--- src/rtl/gpt_pkg.sv ---
package gpt_pkg;

    typedef enum logic [1:0] {
        MODE_IDLE = 2'b00,
        MODE_PWM  = 2'b01,
        MODE_CAP  = 2'b10,
        MODE_EDGE = 2'b11
    } gpt_mode_e;

    // 6-bit configuration word: [5] run_on, [4] emu_run, [3] irq_en, [2] invert, [1:0] mode
    typedef struct packed {
        logic      run_on;
        logic      emu_run;
        logic      irq_en;
        logic      invert;
        gpt_mode_e mode;
    } gpt_cfg_t;

    localparam int CFG_W = $bits(gpt_cfg_t);

endpackage

--- src/rtl/gpt_pin_sync.sv ---
module gpt_pin_sync #(
    parameter int STAGES = 2
) (
    input  logic clk,
    input  logic rst_n,
    input  logic d,
    output logic q
);
    logic [STAGES-1:0] sr_d, sr_q;

    generate
        if (STAGES == 1) begin : g_one
            always_comb sr_d = d;
        end else begin : g_many
            always_comb sr_d = {sr_q[STAGES-2:0], d};
        end
    endgenerate

    always_ff @(posedge clk or negedge rst_n) begin
        if (!rst_n) sr_q <= '0;
        else        sr_q <= sr_d;
    end

    assign q = sr_q[STAGES-1];
endmodule

--- src/rtl/gpt_channel.sv ---
module gpt_channel
    import gpt_pkg::*;
#(
    parameter int CNT_W     = 32,
    parameter int SYNC_STGS = 2
) (
    input  logic             clk,
    input  logic             rst_n,
    input  logic             en,
    input  logic             halt,
    input  logic             pin_i,
    input  logic             cfg_we,
    input  logic             cnt_we,
    input  logic             per_we,
    input  logic             wid_we,
    input  logic [CNT_W-1:0] wdata,
    output gpt_cfg_t         cfg_o,
    output logic [CNT_W-1:0] cnt_o,
    output logic [CNT_W-1:0] per_o,
    output logic [CNT_W-1:0] wid_o,
    output logic             pin_o,
    output logic             pin_oe_o,
    output logic             evt_o
);
    localparam logic [CNT_W:0] ONE_X = (CNT_W+1)'(1);

    typedef struct packed {
        gpt_cfg_t         cfg;
        logic [CNT_W-1:0] cnt;
        logic [CNT_W-1:0] per;
        logic [CNT_W-1:0] wid;
        logic [CNT_W-1:0] hi;
        logic             lvl_prev;
        logic             armed;
    } chan_t;

    chan_t s_d, s_q;
    logic  pin_s, lvl, rise, fall, active, evt_d;
    logic [CNT_W:0] cnt_nx;

    gpt_pin_sync #(.STAGES(SYNC_STGS)) u_sync (
        .clk  (clk),
        .rst_n(rst_n),
        .d    (pin_i),
        .q    (pin_s)
    );

    always_comb begin
        s_d    = s_q;
        evt_d  = 1'b0;
        lvl    = pin_s ^ s_q.cfg.invert;
        rise   = lvl & ~s_q.lvl_prev;
        fall   = ~lvl & s_q.lvl_prev;
        active = en & ~(halt & ~s_q.cfg.emu_run);
        cnt_nx = {1'b0, s_q.cnt} + ONE_X;

        s_d.lvl_prev = lvl;

        // software writes; hardware updates below take priority
        if (cfg_we) s_d.cfg = gpt_cfg_t'(wdata[CFG_W-1:0]);
        if (cnt_we) s_d.cnt = wdata;
        if (per_we) s_d.per = wdata;
        if (wid_we) s_d.wid = wdata;

        if (!en) s_d.armed = 1'b0;

        if (active) begin
            unique case (s_q.cfg.mode)
                MODE_PWM: begin
                    if (cnt_nx >= {1'b0, s_q.per}) begin
                        s_d.cnt = '0;
                        evt_d   = 1'b1;
                    end else begin
                        s_d.cnt = cnt_nx[CNT_W-1:0];
                    end
                end
                MODE_CAP: begin
                    s_d.cnt = cnt_nx[CNT_W-1:0];
                    if (fall) s_d.hi = cnt_nx[CNT_W-1:0];
                    if (rise) begin
                        s_d.cnt   = '0;
                        s_d.armed = 1'b1;
                        if (s_q.armed) begin
                            s_d.wid = s_q.hi;
                            s_d.per = cnt_nx[CNT_W-1:0];
                            evt_d   = 1'b1;
                        end
                    end
                end
                MODE_EDGE: begin
                    if (rise) begin
                        if (cnt_nx >= {1'b0, s_q.per}) begin
                            s_d.cnt = '0;
                            evt_d   = 1'b1;
                        end else begin
                            s_d.cnt = cnt_nx[CNT_W-1:0];
                        end
                    end
                end
                default: ;
            endcase
        end
    end

    always_ff @(posedge clk or negedge rst_n) begin
        if (!rst_n) s_q <= '0;
        else        s_q <= s_d;
    end

    assign evt_o    = evt_d;
    assign cfg_o    = s_q.cfg;
    assign cnt_o    = s_q.cnt;
    assign per_o    = s_q.per;
    assign wid_o    = s_q.wid;
    assign pin_oe_o = en & (s_q.cfg.mode == MODE_PWM);
    assign pin_o    = pin_oe_o ? ((s_q.cnt < s_q.wid) ^ s_q.cfg.invert) : s_q.cfg.invert;
endmodule

--- src/rtl/gpt_bank.sv ---
module gpt_bank
    import gpt_pkg::*;
#(
    parameter int N_TMR     = 3,
    parameter int CNT_W     = 32,
    parameter int STS_LSB   = 8,
    parameter int SYNC_STGS = 2,
    localparam int ADDR_W   = $clog2(4*N_TMR+1),
    localparam int SEL_W    = ADDR_W-2
) (
    input  logic              clk,
    input  logic              rst_n,
    input  logic              dbg_halt,
    input  logic [ADDR_W-1:0] bus_addr,
    input  logic              bus_we,
    input  logic [CNT_W-1:0]  bus_wdata,
    output logic [CNT_W-1:0]  bus_rdata,
    input  logic [N_TMR-1:0]  pin_in,
    output logic [N_TMR-1:0]  pin_out,
    output logic [N_TMR-1:0]  pin_oe,
    output logic [N_TMR-1:0]  irq
);
    localparam logic [ADDR_W-1:0] CTRL_ADDR = ADDR_W'(4*N_TMR);

    typedef struct packed {
        logic [N_TMR-1:0] en;
        logic [N_TMR-1:0] sts;
    } ctl_t;

    ctl_t ctl_d, ctl_q;

    gpt_cfg_t         cfg_w [N_TMR];
    logic [CNT_W-1:0] cnt_w [N_TMR];
    logic [CNT_W-1:0] per_w [N_TMR];
    logic [CNT_W-1:0] wid_w [N_TMR];
    logic [N_TMR-1:0] evt_w, cfg_irq, cfg_run, cfg_pwm;
    logic [N_TMR*CNT_W-1:0] cnt_flat;
    logic [N_TMR-1:0] cfg_we, cnt_we, per_we, wid_we;
    logic             ctrl_we;

    assign ctrl_we = bus_we && (bus_addr == CTRL_ADDR);

    generate
        for (genvar i = 0; i < N_TMR; i++) begin : g_tmr
            logic hit;
            assign hit       = bus_we && (bus_addr[ADDR_W-1:2] == SEL_W'(i));
            assign cfg_we[i] = hit && (bus_addr[1:0] == 2'd0);
            assign cnt_we[i] = hit && (bus_addr[1:0] == 2'd1);
            assign per_we[i] = hit && (bus_addr[1:0] == 2'd2);
            assign wid_we[i] = hit && (bus_addr[1:0] == 2'd3);

            gpt_channel #(.CNT_W(CNT_W), .SYNC_STGS(SYNC_STGS)) u_chan (
                .clk     (clk),
                .rst_n   (rst_n),
                .en      (ctl_q.en[i]),
                .halt    (dbg_halt),
                .pin_i   (pin_in[i]),
                .cfg_we  (cfg_we[i]),
                .cnt_we  (cnt_we[i]),
                .per_we  (per_we[i]),
                .wid_we  (wid_we[i]),
                .wdata   (bus_wdata),
                .cfg_o   (cfg_w[i]),
                .cnt_o   (cnt_w[i]),
                .per_o   (per_w[i]),
                .wid_o   (wid_w[i]),
                .pin_o   (pin_out[i]),
                .pin_oe_o(pin_oe[i]),
                .evt_o   (evt_w[i])
            );

            assign cfg_irq[i] = cfg_w[i].irq_en;
            assign cfg_run[i] = cfg_w[i].run_on;
            assign cfg_pwm[i] = (cfg_w[i].mode == MODE_PWM);
            assign cnt_flat[i*CNT_W +: CNT_W] = cnt_w[i];
        end
    endgenerate

    always_comb begin
        ctl_d = ctl_q;
        if (ctrl_we) begin
            ctl_d.en  = bus_wdata[N_TMR-1:0];
            ctl_d.sts = ctl_q.sts & ~bus_wdata[STS_LSB +: N_TMR];
        end
        for (int i = 0; i < N_TMR; i++) begin
            if (evt_w[i]) begin
                ctl_d.sts[i] = 1'b1;
                if (!cfg_w[i].run_on) ctl_d.en[i] = 1'b0;
            end
        end
    end

    always_ff @(posedge clk or negedge rst_n) begin
        if (!rst_n) ctl_q <= '0;
        else        ctl_q <= ctl_d;
    end

    always_comb begin
        bus_rdata = '0;
        if (bus_addr == CTRL_ADDR) begin
            bus_rdata[N_TMR-1:0]         = ctl_q.en;
            bus_rdata[STS_LSB +: N_TMR]  = ctl_q.sts;
        end
        for (int i = 0; i < N_TMR; i++) begin
            if (bus_addr[ADDR_W-1:2] == SEL_W'(i)) begin
                unique case (bus_addr[1:0])
                    2'd0: bus_rdata = CNT_W'(cfg_w[i]);
                    2'd1: bus_rdata = cnt_w[i];
                    2'd2: bus_rdata = per_w[i];
                    default: bus_rdata = wid_w[i];
                endcase
            end
        end
    end

    assign irq = ctl_q.sts & cfg_irq;
endmodule

--- config.mk ---
export PLATFORM = sky130hd
export DESIGN_NAME = gpt_bank
export DESIGN_NICKNAME = d
export VERILOG_FILES = /design/src/rtl/gpt_pkg.sv /design/src/rtl/gpt_pin_sync.sv /design/src/rtl/gpt_channel.sv /design/src/rtl/gpt_bank.sv
export SDC_FILE = /design/constraint.sdc
export NUM_CORES = 1
export LEC_CHECK = 0
export CORE_MARGIN = 4
export CORE_UTILIZATION = 40
export CTS_CLUSTER_SIZE = 10
export DETAILED_ROUTE_END_ITERATION = 16
export PLACE_DENSITY = 0.66
export REMOVE_ABC_BUFFERS = 1
export SYNTH_ARGS = -nofsm -noshare
export SYNTH_HDL_FRONTEND = slang
export SYNTH_SLANG_ARGS = --single-unit
--- constraint.sdc ---
create_clock -name clk -period 7.89 [get_ports clk]
set_input_delay 0.789 -clock clk [delete_from_list [all_inputs] [get_ports clk]]
set_output_delay 0.789 -clock clk [all_outputs]
set_load 0.005 [all_outputs]
==> impl_metrics.py <==
metrics = {
    "timing": {
        "setup_viol": 0,
        "period_needed_ps": 5700,
        "worst_slack_ps": 2190,
        "drv_slew": 0,
        "grt_setup_unrepaired": "false",
        "fin_skew_ps": 24.9,
        "holdWs_ps": 274,
        "clock.fmax_mhz": 175,
        "timing.final.crit_share": 0.723,
        "max_slew_margin": 0.228,
        "hold_violations": 0,
        "tightest_slew_ps": 1130,
        "tns_ps": 0,
    },
    "status": {
        "status": "completed",
    },
    "layout": {
        "fillers": 6794,
        "layout.nets": 3314,
        "final_common_cell": "dfrtp_1",
        "syn2layout_area_growth_pct": 10.5,
        "seq_area_um2": 10500,
        "final_cell_mix": "dfrtp_1 (420), nor2_1 (335), a21oi_1 (320)",
        "final_cell_area_um2": 30700,
        "multi_input_area_um2": 15400,
        "drive_above_1_share": 0.0606,
    },
    "yosys": {
        "avgSynthCellArea_um2": 8.88,
        "synthFlopType": "dfrtp_1",
        "synth-edff-count": 0,
        "ys_seq_elements": 420,
        "synth-seq-area-share": 0.379,
        "yosysWarningCount": 0,
        "async_flop_share": 1.00,
        "synth.distinct_cells": 76,
        "synth_area_um2": 27800,
        "postSynthCellCount": 3128,
    },
    "power_and_ir_drop": {
        "swShare": 0.408,
        "p_int_w": 0.00579,
        "vdd_drop_max_uv": 194,
        "pwr-share-comb": 0.398,
        "power_leakage_nw": 14.4,
        "pwr-share-clk": 0.217,
        "finalPower_w": 0.00977,
        "pwr-share-seq": 0.385,
        "p_sw_w": 0.00399,
        "powerDensity_nw_per_um2": 319,
    },
    "floorplanning": {
        "die_h_um": 271,
        "die-area_um2": 73700,
        "die-width_um": 271,
        "start_util": 0.404,
        "ios": 84,
        "core_area_um2": 68700,
        "rows": 96,
    },
    "worst_setup_path": {
        "path_cells": "nand3_1, nor4_1, and2_1, nand3_1, nor2_1, xnor2_1, inv_1, ha_1, nand3_1, nor3_1, a41oi_1, o21ai_0, nor3_1, a21boi_2, buf_4, nor3b_1, or3_1",
        "cp.depth": 17,
        "crit_buf_inv": 2,
        "setup.worst_path.start": "g_tmr[0].u_chan.cnt_o[0]$_DFF_PN0_",
        "timing.rr.start": "g_tmr[0].u_chan.cnt_o[0]$_DFF_PN0_",
        "cp_top_family": "simple AND/OR/NAND/NOR gates",
        "arrival_ps": 6180,
        "r2r_cells": 17,
        "slowest_delay_ps": 770,
        "crit_fanout": 17,
        "startpoint_type": "flip-flop",
        "crit_type": "reg -> reg",
        "cpMostUsedCell": "nand3_1",
        "crit_path_end_kind": "flip-flop",
        "required_ps": 8360,
        "crit_slowest_cell": "nor4_1",
    },
    "clocking": {
        "cts_buffer_depth": 3,
        "cts_setup_buffers": 0,
        "cts_sinks": 420,
        "clk_pin_slew_ps": 60,
        "tritoncts": "yes",
        "h-tree-depth": 2,
        "clk_latency_ps": 610,
        "numCtsBuffers": 50,
        "cts-resized-gates": 0,
        "clockRootBuffer": "clkbuf_16",
        "cts_hold_buf": 0,
    },
    "grt": {
        "grt_pass1_vias": 22508,
        "grt_use_total": 0.236,
        "grt-ovfl-total": 0,
        "antenna_found_initial": 2,
        "grt_pass1_wl_um": 137000,
        "grt_max_degree": 158,
    },
    "flow_run": {
        "maxCapViolCount": 0,
    },
    "detailed_routing": {
        "ant_nets": 0,
        "wirelength_um": 88800,
        "drt-initial-drc-count": 2172,
        "viasPerCell": 5.80,
        "avgRoutedWirePerCell_um": 22.0,
        "drc": 0,
        "vias": 23410,
        "dr.pass1.iters": 5,
    },
    "place": {
        "port_buffers": 83,
        "pre_cts_slack_ps": 2390,
        "placed_area_um2": 29300,
        "place_congestion": 0.933,
        "hpwl_um": 61200,
    },
    "worst_hold_path": {
        "hp-class": "in -> async",
    },
}
-- worst paths after layout --
path,end,slack [ps]
max,g_tmr[0].u_chan.cnt_o[19]$_DFF_PN0_,2190
min,g_tmr[2].u_chan.wid_o[26]$_DFF_PN0_,270
max reg2reg,g_tmr[0].u_chan.cnt_o[19]$_DFF_PN0_,2190
min reg2reg,g_tmr[0].u_chan.u_sync.sr_q[1]$_DFF_PN0_,350
max in group asynchronous,g_tmr[0].u_chan.wid_o[11]$_DFF_PN0_,6180
min in group clk,g_tmr[0].u_chan.u_sync.sr_q[1]$_DFF_PN0_,350
-- state kept, by name, summed over array words and instances, names as in the netlist --
register,flops
g_tmr.u_chan.cfg_o,18
g_tmr.u_chan.u_sync.sr_q,6
g_tmr.u_chan.s_q,102
g_tmr.u_chan.cnt_o,96
ctl_q,6
g_tmr.u_chan.per_o,96
g_tmr.u_chan.wid_o,96
-- per-layer routing --
layer  GRT usage  share of wire  up-vias
li1            -              -    10958
met3      0.0493          0.078      179
met1       0.335           0.45    11388
met4      0.0844          0.041        0
met5           0              0        -
met2       0.357           0.44      885
-- power groups by stage --
stage | combinational (W) | sequential [W] | clock, W
finish | 0.00389 | 0.00376 | 0.00212
global route | 0.00440 | 0.00388 | 0.00225
CTS | 0.00385 | 0.00374 | 0.00216
detailed placement | 0.00382 | 0.00377 | 0
global placement | 0.00377 | 0.00374 | 0
floorplan | 0.00270 | 0.00351 | 0
-- synth_stat cells, types with 6 or more instances --
| library cell | n | area share |
|---|---|---|
| a211oi_1 | 12 | 0.0032 |
| a21o_1 | 47 | 0.013 |
| a21oi_1 | 323 | 0.058 |
| a221o_1 | 10 | 0.0036 |
| a221oi_1 | 56 | 0.018 |
| a22oi_1 | 33 | 0.0089 |
| a31oi_1 | 11 | 0.0025 |
| and2_1 | 21 | 0.0047 |
| and3_1 | 24 | 0.0054 |
| and4_1 | 20 | 0.0063 |
| buf_1 | 9 | 0.0012 |
| buf_2 | 29 | 0.0052 |
| buf_4 | 8 | 0.0022 |
| clkbuf_1 | 167 | 0.023 |
| dfrtp_1 | 420 | 0.38 |
| ha_1 | 192 | 0.087 |
| inv_1 | 289 | 0.039 |
| mux2_2 | 39 | 0.016 |
| mux2i_1 | 278 | 0.10 |
| mux4_2 | 12 | 0.0097 |
| nand2_1 | 202 | 0.027 |
| nand2b_1 | 12 | 0.0027 |
| nand3_1 | 60 | 0.011 |
| nand4_1 | 41 | 0.0092 |
| nor2_1 | 340 | 0.046 |
| nor2b_1 | 13 | 0.0029 |
| nor3_1 | 22 | 0.0040 |
| o21a_1 | 17 | 0.0046 |
| o21ai_0 | 128 | 0.023 |
| o22ai_1 | 86 | 0.019 |
| o31ai_1 | 6 | 0.0016 |
| o32ai_1 | 21 | 0.0066 |
| xnor2_1 | 44 | 0.014 |
| xor2_1 | 46 | 0.015 |
-- layout make-up --
class / count / area share
repair buffers: 116 / 0.0366
well taps: 931 / 0.0380
flip-flops and latches: 420 / 0.342
clock buffers: 72 / 0.0451
diodes: 2 / 0.000163
inverters: 289 / 0.0353
multi-input cells: 2202 / 0.501
clock inverters: 4 / 0.00126
-- logic make-up after synthesis --
logic type,Yosys count,synth area share
fa+ha+maj,192,0.0865
simple gates,788,0.130
mux,329,0.126
compound gates,803,0.179
flops,420,0.379
xor+xnor,90,0.0284
buf+inv,506,0.0717
-- through the flow --
stage	cells	util
2_1_floorplan	2911	-
3_3_place_gp	3958	0.426
3_5_place_dp	3958	0.426
4_1_cts	4034	0.447
5_1_grt	4034	0.447
6_report	4036	0.447
Power figures use the tool's default switching activity.
